File: config.mk
export PLATFORM = sky130hd
export DESIGN_NAME = wdog_escalate
export DESIGN_NICKNAME = d
export VERILOG_FILES = /design/src/rtl/wde_pkg.sv /design/src/rtl/wde_kick_sync.sv /design/src/rtl/wde_interval.sv /design/src/rtl/wde_ctrl.sv /design/src/rtl/wdog_escalate.sv
export SDC_FILE = /design/constraint.sdc
export NUM_CORES = 1
export LEC_CHECK = 0
export ABC_AREA = 1
export BUFFER_PORTS_ARGS = -buffer_cell sky130_fd_sc_hd__buf_2
export CORE_MARGIN = 2
export CORE_UTILIZATION = 35
export DETAILED_ROUTE_END_ITERATION = 8
export GPL_TIMING_DRIVEN = 1
export HOLD_SLACK_MARGIN = 0.1
export PLACE_DENSITY = 0.49
export SYNTH_ARGS = -nofsm -noshare
export SYNTH_HDL_FRONTEND = slang
export SYNTH_SLANG_ARGS = --single-unit
File: constraint.sdc
create_clock -name clk -period 9.19 [get_ports clk]
set_clock_uncertainty 0.2 [all_clocks]
set_input_delay 0.919 -clock clk [delete_from_list [all_inputs] [get_ports clk]]
set_output_delay 0.919 -clock clk [all_outputs]
set_load 0.01 [all_outputs]
File: src/rtl/wde_pkg.sv
package wde_pkg;

    // Phase of the supervisor: counting an interval, driving a reset
    // pulse, or waiting for a shutdown to finish after its pulse ended.
    typedef enum logic [1:0] {
        PH_WATCH = 2'd0,
        PH_PULSE = 2'd1,
        PH_HOLD  = 2'd2
    } wde_phase_e;

    // Control bundle handed from the sequencer to the interval counter.
    typedef struct packed {
        logic en;
        logic clr;
        logic use_pulse_len;
    } wde_cnt_ctl_s;

    // A programmed length of zero is taken as a single cycle.
    function automatic logic [31:0] at_least_one(input logic [31:0] v);
        return (v == 32'd0) ? 32'd1 : v;
    endfunction

endpackage

File: src/rtl/wde_kick_sync.sv
module wde_kick_sync #(
    parameter int STAGES = 2
) (
    input  logic clk,
    input  logic rst,
    input  logic kick_i,
    output logic kick_edge_o
);
    // stage 0..STAGES-1 synchronize, stage STAGES holds the previous level
    logic [STAGES:0] sr_q;

    for (genvar g = 0; g <= STAGES; g++) begin : g_stage
        if (g == 0) begin : g_first
            always_ff @(posedge clk) begin
                if (rst) sr_q[0] <= 1'b0;
                else     sr_q[0] <= kick_i;
            end
        end else begin : g_next
            always_ff @(posedge clk) begin
                if (rst) sr_q[g] <= 1'b0;
                else     sr_q[g] <= sr_q[g-1];
            end
        end
    end

    assign kick_edge_o = sr_q[STAGES] ^ sr_q[STAGES-1];

endmodule

File: src/rtl/wde_interval.sv
module wde_interval #(
    parameter int W = 16
) (
    input  logic         clk,
    input  logic         rst,
    input  logic         clr,
    input  logic         en,
    input  logic [W-1:0] limit,
    output logic         done
);
    logic [W-1:0] cnt_q;

    // limit is at least one; done marks the last counted cycle
    assign done = en && (cnt_q == limit - W'(1));

    always_ff @(posedge clk) begin
        if (rst || clr) cnt_q <= '0;
        else if (en)    cnt_q <= done ? '0 : cnt_q + W'(1);
    end

endmodule

File: src/rtl/wde_ctrl.sv
module wde_ctrl
    import wde_pkg::*;
#(
    parameter int ESC_PULSES = 4
) (
    input  logic         clk,
    input  logic         rst,
    input  logic         adv_i,
    input  logic         kick_edge_i,
    input  logic         phase_done_i,
    input  logic         shdn_done_i,
    output wde_phase_e   phase_o,
    output wde_cnt_ctl_s cnt_ctl_o,
    output logic         shdn_o
);
    localparam int FW = (ESC_PULSES > 2) ? $clog2(ESC_PULSES) : 1;
    localparam logic [FW-1:0] LAST_FAIL = FW'(ESC_PULSES - 1);

    wde_phase_e    ph_q;
    logic          shdn_q;
    logic [FW-1:0] fails_q;
    logic          watch_expire;
    logic          escalate;

    assign watch_expire = (ph_q == PH_WATCH) && phase_done_i;
    assign escalate     = watch_expire && adv_i && (fails_q == LAST_FAIL);

    always_comb begin
        cnt_ctl_o.en            = (ph_q == PH_PULSE) ||
                                  ((ph_q == PH_WATCH) && !kick_edge_i);
        cnt_ctl_o.clr           = (ph_q == PH_HOLD) ||
                                  ((ph_q == PH_WATCH) && kick_edge_i);
        cnt_ctl_o.use_pulse_len = (ph_q == PH_PULSE);
    end

    always_ff @(posedge clk) begin
        if (rst) begin
            ph_q <= PH_WATCH;
        end else begin
            unique case (ph_q)
                PH_WATCH: if (phase_done_i) ph_q <= PH_PULSE;
                PH_PULSE: if (phase_done_i)
                              ph_q <= (shdn_q && !shdn_done_i) ? PH_HOLD : PH_WATCH;
                PH_HOLD:  if (shdn_done_i) ph_q <= PH_WATCH;
                default:  ph_q <= PH_WATCH;
            endcase
        end
    end

    always_ff @(posedge clk) begin
        if (rst)              shdn_q <= 1'b0;
        else if (escalate)    shdn_q <= 1'b1;
        else if (shdn_done_i) shdn_q <= 1'b0;
    end

    always_ff @(posedge clk) begin
        if (rst)               fails_q <= '0;
        else if (kick_edge_i)  fails_q <= '0;
        else if (watch_expire) fails_q <= (!adv_i || escalate) ? '0 : fails_q + FW'(1);
    end

    assign phase_o = ph_q;
    assign shdn_o  = shdn_q;

endmodule

File: src/rtl/wdog_escalate.sv
module wdog_escalate
    import wde_pkg::*;
#(
    parameter int TW          = 16,
    parameter int SW          = 27,
    parameter int SYNC_STAGES = 2,
    parameter int ESC_PULSES  = 4
) (
    input  logic          clk,
    input  logic          rst,
    input  logic          kick_i,
    input  logic          adv_mode_i,
    input  logic [TW-1:0] timeout_cyc_i,
    input  logic [TW-1:0] pulse_cyc_i,
    input  logic [SW-1:0] shdn_cyc_i,
    output logic          wd_rst_o,
    output logic          shdn_o
);
    logic          kick_edge;
    logic          phase_done;
    logic          shdn_done;
    logic          shdn_on;
    wde_phase_e    phase;
    wde_cnt_ctl_s  cnt_ctl;
    logic [TW-1:0] eff_timeout;
    logic [TW-1:0] eff_pulse;
    logic [SW-1:0] eff_shdn;
    logic [TW-1:0] phase_limit;

    assign eff_timeout = TW'(at_least_one(32'(timeout_cyc_i)));
    assign eff_pulse   = TW'(at_least_one(32'(pulse_cyc_i)));
    assign eff_shdn    = SW'(at_least_one(32'(shdn_cyc_i)));
    assign phase_limit = cnt_ctl.use_pulse_len ? eff_pulse : eff_timeout;

    wde_kick_sync #(.STAGES(SYNC_STAGES)) u_sync (
        .clk         (clk),
        .rst         (rst),
        .kick_i      (kick_i),
        .kick_edge_o (kick_edge)
    );

    wde_interval #(.W(TW)) u_phase_cnt (
        .clk   (clk),
        .rst   (rst),
        .clr   (cnt_ctl.clr),
        .en    (cnt_ctl.en),
        .limit (phase_limit),
        .done  (phase_done)
    );

    wde_interval #(.W(SW)) u_shdn_cnt (
        .clk   (clk),
        .rst   (rst),
        .clr   (!shdn_on),
        .en    (shdn_on),
        .limit (eff_shdn),
        .done  (shdn_done)
    );

    wde_ctrl #(.ESC_PULSES(ESC_PULSES)) u_ctrl (
        .clk          (clk),
        .rst          (rst),
        .adv_i        (adv_mode_i),
        .kick_edge_i  (kick_edge),
        .phase_done_i (phase_done),
        .shdn_done_i  (shdn_done),
        .phase_o      (phase),
        .cnt_ctl_o    (cnt_ctl),
        .shdn_o       (shdn_on)
    );

    assign wd_rst_o = (phase == PH_PULSE);
    assign shdn_o   = shdn_on;

endmodule

Word-level counts from Yosys, hierarchy flattened:

Cells that the tools add are included.
W data, S select, Z words.

* add/subtract/negate cells: 5
* bitwise gates (word level): 1
* mux-type cells: 14
* equal/unequal tests: 8
* reduce and logical (&&, ||, !) cells: 24

Operator list (count)
* $mux W16: 4
* $mux W27: 2
* $logic_not A16 Y1: 2
* $add A27 B1 Y27 const B: 1
* $eq A27 B27 Y1: 1
* $logic_not A27 Y1: 1
* $sub A27 B1 Y27 const B: 1
* $add A16 B1 Y16 const B: 1
* $eq A16 B16 Y1: 1
* $sub A16 B1 Y16 const B: 1
* $mux W2: 5
* $logic_and A1 B1 Y1: 8
* $ne A2 B1 Y1 const B: 3
* $pmux W2 S3: 1
* $logic_or A1 B1 Y1: 5
* $eq A2 B2 Y1 const B: 2
* $logic_not A1 Y1: 4
* $reduce_and A3 Y1: 1
* $add A2 B1 Y2 const B: 1
* $eq A2 B1 Y1 const B: 1
* $logic_not A2 Y1: 1
* $mux W1: 2
* $reduce_bool A2 Y1: 1
* $reduce_or A2 Y1: 1
* $xor A1 B1 Y1: 1

* bits in registers: 51
* input bits: 63
* output and inout port bits: 2

Longest topological paths before layout:

* depth in word-level cells: 11
* depth in mapped cells: 22
* gate-level depth less buffers: 22

Modules after synthesis:

Synthesis repeated with hierarchy kept, for this count alone.

* cell total of the unflattened synthesis: 938
* area, all modules: 5246.3 um2

Modules (own cells, without submodules)
* wde_interval at u_shdn_cnt: area each 2788.9 um2, seq. area each 540.5 um2, times used 1, cells an instance 485
* wde_interval at u_phase_cnt: area each 1552.7 um2, seq. area each 320.3 um2, times used 1, cells an instance 264
* wdog_escalate: area each 560.5 um2, seq. area each 0.0 um2, times used 1, cells an instance 139
* wde_ctrl: area each 246.5 um2, seq. area each 100.1 um2, times used 1, cells an instance 37
* wde_kick_sync: area each 97.6 um2, seq. area each 60.1 um2, times used 1, cells an instance 13

Worst setup path after synthesis:

Ideal clock, no wire load.

* path type: input -> register
* from: input shdn_cyc_i[17]
* to: register u_shdn_cnt.cnt_q[12]
* library setup time: 0.122 ns
* data required time: 8.868 ns
* arrival: 3.214 ns
* buffers on the path: 2
* cell stages on the path: 19
* setup slack: 5.654 ns
* path through: or2_2 nor2_2 nand2_1 nor2_1 nor2_1 buf_4 ha_1 nand3_1 nor3_2 xor2_1 nand2_1 nand2_1 nor3_1 nand3b_1 nor2_1 nand3_1 nor2_1 buf_2 nor3_1

* longest elaborated chain between the ends: 6

Ends and longest elaborated chain
* start, declared: line wdog_escalate.sv:15 `input logic [SW-1:0] shdn_cyc_i,`
* $logic_not A27 Y1: line wde_pkg.sv:20 `return (v == 32'd0) ? 32'd1 : v;`
* $mux W27 (*): line wde_pkg.sv:20
* $sub A27 B1 Y27 (*): line wde_interval.sv:14 `assign done = en && (cnt_q == limit - W'(1));`
* $eq A27 B27 Y1 (*): line wde_interval.sv:14
* $logic_and A1 B1 Y1 (*): line wde_interval.sv:14
* $mux W27 (*): line wde_interval.sv:18 `else if (en) cnt_q <= done ? '0 : cnt_q + W'(1);`
* end signal, assigned: line wde_interval.sv:18
* end, declared: line wde_interval.sv:11 `logic [W-1:0] cnt_q;`

Every way passes the cells marked *; elsewhere a longest branch is shown, timed or not.
A chain may end at the register's enable or synchronous reset.

Final worst setup path:

* from: input shdn_cyc_i[10]
* to: register u_shdn_cnt.cnt_q[15]

The elaborated chain is that of the path after synthesis.

==> summary.txt <==
Timing
  – Setup Viol. Count Final: 0
  – Period utilisation layout: 51.36%
  – Min Tclk post-route: approximately 4.7 ns
  – Slew Limit Fails: 0
  – Worst Tran Pin Value: 0.9235 ns
  – Unrepaired setup endpoints after global routing: no
  – Slew HR: about two fifths
  – Fmax: 0.2119 GHz
  – Fin. Hold Viols: 0
  – Setup TNS: 0 ns

Route
  – DRT Wirelength: roughly 14,000 um
  – Vias: 5,064
  – Pre-Repair DR Iteration Count: 5
  – Residual DRC: 0
  – Post-DRT Antenna Nets: 0
  – DRT iter0 DRCs: approximately 290
  – Vias per inst: between 4 and 5
  – Wirelength per Cell: approximately 13 um

Die
  – Core area: 13,190 um2
  – Ports: 65
  – Die H: roughly 120 um
  – Die Span X: about 120 um
  – Row count: 42
  – Die Area: 14,430 um2
  – Initial Util: 35.79%

Layout
  – P&R area growth vs syn: 13.49%
  – Area of the multi-input gates: approximately 3200 um2
  – Nets@finish: 946
  – Fin area: ~5400 um2
  – Fill cells: around 1.5k
  – Ant diodes: 0
  – Sequential Area: between 1000 and 1500 um2
  – Share of layout cells above drive strength 1: 12.53%

Clocking
  – H-tree Lvls: 2
  – Post-CTS resize count: 0
  – CTS Buf Count: 5
  – Clock slew at reported path FFs: around 0.070 ns
  – Postcts setup bufs: 0
  – Clk_lat worst skew: 0.29 ns
  – Clk buf depth: 2
  – Sinks on Clock Net: between 50 and 60
  – CTS tree: built
  – Hold-fix buffers at CTS: 0
  – CTS root buf: clkbuf_16

Synthesis
  – Post-synth top flop: dfxtp_1
  – Post-synth EDFFs: 0
  – Seq cells post-synth: between 50 and 60
  – Area contributors post-synth: dfxtp_1, nand2_1, nor2_1
  – Syn nets: around 900
  – Synth top area share: between 20 and 25%
  – Avg Cell Area, Syn: roughly 5.8 um2
  – Warnings, synthesis: 0
  – Asr flop ratio synth: 0%
  – Synth Cell Area: roughly 4700 um2
  – Post-synth cell types: 40
  – Post-synthesis sequential area ratio: a little over a fifth
  – Cells after synthesis: between 800 and 900
  – Post-synth top area cell: dfxtp_1

Critical path
  – Worst Path Required: slightly above 9 ns
  – Crit-path max FO: 20
  – Startpoint types: input port
  – Critical path type: input port to flip-flop
  – CP endpoint kind: flip-flop
  – Arrival time worst endpoint: 4.69 ns

Power and ir drop
  – Power per cell area: around 94 nW/um2
  – Static Leakage: around 2.2 nW
  – Peak supply drop: 79.31 uV

Place
  – Placement Cell Area: around 5200 um2
  – GPL Wtd Cong: about 0.87
  – DP Wirelength: between 10,000 and 15,000 um
  – IO Port Bufs: between 60 and 70

Status
  – Status: completed

Flow run
  – Max cap viols: 0

Hold path
  – Worst Hold Class: flip-flop to flip-flop

GRT
  – Vias in the first global route: about 4.6k
  – Largest net degree at the start of global routing: 28
  – Total GRT Usage: between 10% and 20%
  – GRT overflow: 0
  – Initial antenna violation count: 0
  – First-pass GRT wire length: around 23,000 um
[synthesized netlist by cell type, types with 3 or more instances]
cell and instances:
nor3_1 32, nor2_2 10, xnor2_1 20, dfxtp_1 51
xor2_1 45, nor4_1 8, nand3b_1 7, nand4_1 16
inv_1 122, buf_4 3, o21ai_0 20, ha_1 5
nor2_1 154, or2_2 9, a31oi_1 3, o21ai_2 6
o21ai_1 4, a21oi_1 12, nand2_1 191, nand2_2 5
nand3_1 66
[path summary, 6_finish.rpt]
kind / from / to / slack [ns] / cells after the start
worst max-delay path: shdn_cyc_i[10] / u_shdn_cnt.cnt_q[15]$_SDFFE_PP0P_ / 4.47 / 19
worst min-delay path: u_sync.sr_q[0]$_SDFF_PP0_ / u_sync.sr_q[1]$_SDFF_PP0_ / 0.21 / 2
worst max register to register: u_ctrl.phase_o[0]$_SDFFE_PP0P_ / u_phase_cnt.cnt_q[2]$_SDFFE_PP0P_ / 5.15 / 16
worst min register to register: u_sync.sr_q[0]$_SDFF_PP0_ / u_sync.sr_q[1]$_SDFF_PP0_ / 0.21 / 2
[worst max-delay path: stages]
cell	delay, ns
buf_2	0.13
nor2_1	0.13
nand2_1	0.08
nor2_1	0.04
nand2_1	0.07
nor2_1	0.05
nor2_1	0.69
ha_1	0.31
nand3_1	0.18
nor3_2	0.42
nand2_1	0.23
nor4_1	0.33
xor2_1	0.22
nand3_1	0.11
nor2_1	0.15
nand3_1	0.14
nor2_1	0.11
buf_4	0.27
nor3_1	0.07
[placed cells by master (no fill, tap or decap), types with 2 or more instances in the layout]
cell type / instances
a21oi_1: 12
a31oi_1: 3
buf_2: 64
buf_4: 2
clkbuf_16: 5
dfxtp_1: 51
ha_1: 5
inv_1: 122
mux2i_1: 2
nand2_1: 191
nand2_2: 5
nand3_1: 66
nand3_2: 2
nand3b_1: 7
nand4_1: 16
nor2_1: 154
nor2_2: 10
nor3_1: 32
nor4_1: 8
o211ai_1: 2
o21ai_0: 20
o21ai_1: 4
o21ai_2: 6
or2_2: 9
xnor2_1: 20
xor2_1: 45
[final cells by class]
cell class,count,area share [%]
Sequential cell,51,19.06
Multi-Input combinational cell,630,59.15
Clock inverter,1,0.09341
Timing Repair Buffer,66,6.259
Clock buffer,6,2.592
Tap cell,176,4.110
Inverter,124,8.734
[through the flow]
stage	total power, mW	worst slack, ns	cells	util (%)	hold WS (ns)
final	0.5020	4.470	1054	40.62	0.2091
after global routing	0.5299	4.201	1054	40.62	0.2247
after CTS	0.5084	4.594	1054	40.62	0.2131
after detailed placement	0.3184	4.278	1047	39.53	0.2031
after global placement	0.3182	4.316	1047	39.53	0.2002
after floorplan	0.2856	5.654	814	-	0.1883
[where the power goes]
part	total, mW	switching, mW	internal [mW]
combinational	0.0898	0.0557	0.0341
sequential	0.224	0.00161	0.223
clock	0.188	0.0815	0.107
[state kept, by name, summed over array words and instances (netlist names)]
register	cells
u_ctrl.shdn_o	1
u_ctrl.fails_q	2
u_phase_cnt.cnt_q	16
u_shdn_cnt.cnt_q	27
u_sync.sr_q	3
u_ctrl.phase_o	2
[per-layer routing]
metal  global-route usage, %  part of all wire, %  vias to the layer above
li1                        -                    -                     2679
met1                   30.89                   54                     2297
met2                   29.08                   42                       86
met3                   2.329                  3.9                        2
met4                   1.691                 0.18                        0
met5                       0                    0                        -
[logic make-up (layout without fill, tap and decap cells)]
kind of cell | after synthesis | after routing | share of synthesized area (%)
adders and majority gates | 5 | 5 | 1.325
buffers and inverters | 133 | 197 | 11.24
and+or+nand+nor | 507 | 507 | 47.05
AOI/OAI and AO/OA | 51 | 51 | 6.282
DFF | 51 | 51 | 21.63
muxes | 2 | 2 | 0.4241
xor gates and xnor gates | 65 | 65 | 12.06
(Power assumes the default switching activity.)
